File: src/rtl/sync_counter_pkg.sv
package sync_counter_pkg;
  // Strobes from control to datapath; at most one is active per cycle.
  typedef struct packed {
    logic clr;
    logic ld;
    logic inc;
  } cnt_strobe_t;
endpackage

File: src/rtl/sync_counter_ctrl.sv
module sync_counter_ctrl
  import sync_counter_pkg::*;
(
  input  logic        clearN,
  input  logic        loadN,
  input  logic        enA,
  input  logic        enB,
  input  logic        atTerminal,
  output cnt_strobe_t strobes,
  output logic        carryOut
);
  logic bothEn;

  assign bothEn = enA & enB;

  // Priority: clear, then load, then count.
  always_comb begin
    strobes     = '0;
    if (!clearN) begin
      strobes.clr = 1'b1;
    end else if (!loadN) begin
      strobes.ld  = 1'b1;
    end else if (bothEn) begin
      strobes.inc = 1'b1;
    end
  end

  // the carry is gated by the second enable only
  assign carryOut = atTerminal & enB;

  // priority keeps the update strobes exclusive
  always_comb begin
    strobe_excl_chk: assert ($onehot0(strobes))
      else $error("update strobes overlap");
  end
endmodule

File: src/rtl/sync_counter_dp.sv
module sync_counter_dp
  import sync_counter_pkg::*;
#(
  parameter int WIDTH = 4
) (
  input  logic             clk,
  input  cnt_strobe_t      strobes,
  input  logic [WIDTH-1:0] loadVal,
  output logic [WIDTH-1:0] count,
  output logic             atTerminal
);
  localparam logic [WIDTH-1:0] MAX_VAL = {WIDTH{1'b1}};

  logic [WIDTH-1:0] incVal;
  logic [WIDTH:0]   chain;
  logic [WIDTH-1:0] nextCount;

  // Half-adder ripple that adds one.
  assign chain[0] = 1'b1;
  for (genvar i = 0; i < WIDTH; i++) begin : g_inc
    assign incVal[i]   = count[i] ^ chain[i];
    assign chain[i+1]  = count[i] & chain[i];
  end

  always_comb begin
    nextCount = count;
    if (strobes.clr)      nextCount = '0;
    else if (strobes.ld)  nextCount = loadVal;
    else if (strobes.inc) nextCount = incVal;
  end

  always_ff @(posedge clk) begin
    count <= nextCount;
  end

  assign atTerminal = (count == MAX_VAL);


  clr_zero_chk: assert property (@(posedge clk)
    strobes.clr |=> count == '0)
    else $error("clear did not zero the count");


  load_take_chk: assert property (@(posedge clk) disable iff (strobes.clr)
    strobes.ld |=> count == $past(loadVal))
    else $error("load value not taken");


  step_chk: assert property (@(posedge clk) disable iff (strobes.clr)
    strobes.inc |=> count == WIDTH'($past(count) + 1'b1))
    else $error("count did not advance by one");


  hold_chk: assert property (@(posedge clk)
    !(strobes.clr | strobes.ld | strobes.inc) |=> $stable(count))
    else $error("count moved while idle");
endmodule

File: src/rtl/sync_counter.sv
module sync_counter
  import sync_counter_pkg::*;
#(
  parameter int WIDTH = 4
) (
  input  logic             clk,
  input  logic             clearN,
  input  logic             loadN,
  input  logic             enA,
  input  logic             enB,
  input  logic [WIDTH-1:0] loadVal,
  output logic [WIDTH-1:0] count,
  output logic             carryOut
);
  cnt_strobe_t strobes;
  logic        atTerminal;

  sync_counter_ctrl u_ctrl (
    .clearN     (clearN),
    .loadN      (loadN),
    .enA        (enA),
    .enB        (enB),
    .atTerminal (atTerminal),
    .strobes    (strobes),
    .carryOut   (carryOut)
  );

  sync_counter_dp #(.WIDTH(WIDTH)) u_dp (
    .clk        (clk),
    .strobes    (strobes),
    .loadVal    (loadVal),
    .count      (count),
    .atTerminal (atTerminal)
  );

  // a counting edge taken with carry high wraps to zero
  wrap_zero_chk: assert property (@(posedge clk) disable iff (!clearN || !loadN)
    (carryOut && enA) |=> count == '0)
    else $error("no wrap from the terminal value");
endmodule

File: config.mk
export PLATFORM = sky130hd
export DESIGN_NAME = sync_counter
export DESIGN_NICKNAME = d
export VERILOG_FILES = /design/src/rtl/sync_counter_pkg.sv /design/src/rtl/sync_counter_ctrl.sv /design/src/rtl/sync_counter_dp.sv /design/src/rtl/sync_counter.sv
export SDC_FILE = /design/constraint.sdc
export NUM_CORES = 1
export LEC_CHECK = 0
export BUFFER_PORTS_ARGS = -buffer_cell sky130_fd_sc_hd__buf_2
export CAP_MARGIN = 15
export CORE_AREA = 2 2 39 41
export CTS_CLUSTER_SIZE = 30
export DETAILED_ROUTE_END_ITERATION = 8
export DIE_AREA = 0 0 41 43
export GPL_ROUTABILITY_DRIVEN = 0
export PLACE_DENSITY_LB_ADDON = 0.1
export SYNTH_ARGS = -nofsm -noshare
export SYNTH_HDL_FRONTEND = slang
export SYNTH_HIERARCHICAL = 1
export SYNTH_SLANG_ARGS = --single-unit
File: constraint.sdc
create_clock -name clk -period 2.8 [get_ports clk]
set_clock_uncertainty 0.2 [all_clocks]
set_input_delay 0.14 -clock clk [delete_from_list [all_inputs] [get_ports clk]]
set_output_delay 0.14 -clock clk [all_outputs]
set_load 0.02 [all_outputs]
==> metrics.sh <==
DIE_AREA_SQ_UM=1763
MOST_FREQUENT_CELLS_IN_THE_LAYOUT='13 x buf_2, 4 x nor2b_1, 4 x a211oi_1, 4 x dfxtp_1'
AREA.GROWTH.SYNTH_TO_FINAL_PCT=44.78
TIGHTESTPINTRANSITION_PS=466.5
R2R_SETUP_SLACK_PS=1380
MAX_FLOP_REGISTER='u_dp/count'
VDD_IR_DROP_MAX_uV=163.1
CLOCKBUFFERDEPTH=2
DRT_PRE_ANTENNA_ITERS=4
MAX_CAP_VIOLS=0
STATUS='complete, no violations'
REPORT.FINAL.HOLD_VIOL_COUNT=0
WORSTSETUPENDPOINT='carryOut'
SWITCHING_POWER_uW=44.62
MOSTFREQUENTLAYOUTCELL='buf_2'
DETAILROUTE.VIA_COUNT=247
MAXUSEDROUTINGLAYER='met3'
FINAL_LAYOUT_SIZE_SUFFIX_GT1_FRAC=0.4048
CTS_HOLD_REPAIR.BUFFERS=1
CTS_TREE='yes'
SEQUENTIALPOWERSHARE=0.384
SLEW_MARGIN_REL=0.6883
CTS_RESIZED=0
GRT_PASS1_WL_UM=910
SYNTH-SEQ-AREA-SHARE=0.3184
YOSYSTOPAREACELLSHARE=0.3184
ROWS=14
ROUTED_WL_UM=604
R2R_CELLS=4
CLOCK-ROOT-BUFFER='clkbuf_4'
POWER.SHARE.SWITCHING=0.2633
COUNT_OF_WARNINGS_EMITTED_BY_YOSYS=6
DETAIL-ROUTE-ANTENNA-NETS=0
REPORT.POWER.TOTAL_uW=169.4
CP-END-KIND='output pin'
GRT_START_MAX_NET_PINS=8
FLOORPLAN.IO_PINS=14
FP.COREAREA_SQ_UM=1384
CRITPATHKIND='reg2out'
POWER-PER-CELL-AREA_nW_PER_UM2=465.4
MAPPEDNETLISTNETS=37
MET2ROUTEDLENGTH_UM=285
PORT-BUFFER-COUNT=13
AVGSYNTHCELLAREA_SQ_UM=9.673
WL_MET3_UM=50
STARTPOINT_OF_THE_LOWEST_SLACK_REGISTER_TO_REGISTER_PATH='u_dp/count[0]'
VIAS_IN_THE_FIRST_GLOBAL_ROUTE=215
NETLIST-CELL-TYPE-COUNT=13
POST-DP-HPWL_UM=460.8
POST-ROUTE-PERIOD-UTIL=0.5625
CTS_MAX_LEVEL=1
PERIOD_MINUS_SLACK_PS=1575
POWER.CLOCK.FRACTION=0.426
RR_ENDPOINT='u_dp/count[3]'
DRTITER0DRC=4
MAXSLEWVIOLCOUNT=0
CRIT_PATH_START_KIND='flop'
DIEHEIGHT_UM=43
CELLINTERNALPOWER_uW=124.8
LARGEST_REGISTER_FF_COUNT=4
ROUTE.DETAILED.DRC=0
MULTI_INPUT_AREA_SQ_UM=155.1
RSZ0062_AT_GRT='false'
POST-CTS-SETUP-BUFFER-COUNT=0
SETUP-TNS-FINAL_PS=0
GLOBALROUTE.TOTALOVERFLOW=0
CLK_LATENCY_PS=230
TOTAL_OF_FLIP_FLOPS_PLUS_LATCHES_AFTER_SYNTHESIS=4
GRT_ANTENNA_BEFORE_REPAIR=0
GROUTE.USAGE.OVERALL=0.08208
VIAS_PER_CELL=4.259
MIN_DELAY_SRC='loadVal[2]'
STARTPOINT='u_dp/count[0]'
CLOCK_SINKS=4
SYNTHTOPCELLSBYAREA='dfxtp_1 32%, a211oi_1 12%, ha_1 10%'
CRIT_REQUIRED_PS=2460
NETLIST.TOP_CELL.BY_AREA='dfxtp_1'
POWER.SHARE.COMBINATIONAL=0.190
INITIAL_UTILIZATION=0.1817
DIE_W_UM=41
TOTAL_LEAKAGE_POWER_nW=0.1800
SYN-INSTANCE-COUNT=26
REGS_BY_FF_COUNT='u_dp/count (4)'
HOLD_PATH_CLASS='in2reg'
WORSTPATHMAXFANOUT=3
NUMCTSBUFFERS=3
NUM-NETS-FINAL=55
FMAX_GHz=0.6349
ANTENNADIODECOUNT=0
SETUP_VIOL=0
LAYOUT.FILLER_CELLS=152
WORSTPATHARRIVAL_PS=1240
FF_LATCH_AREA_SQ_UM=80.08
PATH_CLK_SLEW_PS=40
NETLIST_AREA_SQ_UM=251.5
DRT-MET1-WL_UM=268
ROUTEDWLPERCELL_UM=10.41
## synthesized netlist by cell type (all sizes together)
cell	n
a211oi	4
inv	3
a2111oi	1
and2	1
and4	1
ha	2
and4b	1
mux2i	2
and3	1
xnor2	1
nor2b	4
dfxtp	4
clkbuf	1
## through the flow
stage                     area (sq um)  hold WS (ps)  utilization  std cells  setup WS, ps
after floorplan                  251.5         92.96            -         26          1333
after global placement           331.6         202.0       0.2396         54          1383
final                            364.1         4.541       0.2631         58          1225
after CTS                        364.1       0.09814       0.2631         58          1209
after global routing             364.1         12.71       0.2631         58          1184
after detailed placement         331.6         207.0       0.2396         54          1374
## cell type report
| cell class | instances | share of cell area |
|---|---|---|
| multi-input combinational | 18 | 0.4261 |
| sequential | 4 | 0.2199 |
| timing repair buffer | 14 | 0.2062 |
| clock buffer | 3 | 0.06186 |
| tap | 16 | 0.05498 |
| inverter | 3 | 0.03093 |
## worst min-delay path by stage
stage | end | slack, ps | depth (start not counted)
2_1_floorplan | u_dp/count[3] | 90 | 2
3_3_place_gp | u_dp/count[3] | 200 | 3
3_5_place_dp | u_dp/count[3] | 210 | 3
4_1_cts | u_dp/count[1] | 0.1 | 3
5_1_grt | u_dp/count[2] | 10 | 3
6_report | u_dp/count[2] | 5 | 3
## cells by family (layout without fill, tap and decap cells)
group / Yosys count / after routing / share of synthesized area
compound gates: 5 / 5 / 0.1791
xor+xnor: 1 / 1 / 0.03483
fa+ha+maj: 2 / 2 / 0.09949
buf+inv: 4 / 20 / 0.06465
flops: 4 / 4 / 0.3184
mux: 2 / 2 / 0.07961
simple gates: 8 / 8 / 0.2239
## per-layer routing
| metal | vias to the layer above | GRT usage |
|---|---|---|
| met3 | 0 | 0.04712 |
| met2 | 8 | 0.09375 |
| li1 | 127 | - |
| met5 | - | 0 |
| met4 | 0 | 0.08000 |
| met1 | 112 | 0.09873 |
## power groups by stage
stage / sequential [mW] / combinational (mW) / clock [mW]
2_1_floorplan: 0.0708 / 0.0137 / 0
3_3_place_gp: 0.0660 / 0.0310 / 0
3_5_place_dp: 0.0661 / 0.0308 / 0
4_1_cts: 0.0652 / 0.0322 / 0.0749
5_1_grt: 0.0657 / 0.0353 / 0.0803
6_report: 0.0651 / 0.0322 / 0.0722
## critical path: stages, from the launching register on
cell     delay [ps]
dfxtp_1         320
ha_1            210
and3_1          180
and2_1          140
buf_2           150
Note: power is estimated with default switching activity, not from simulation.
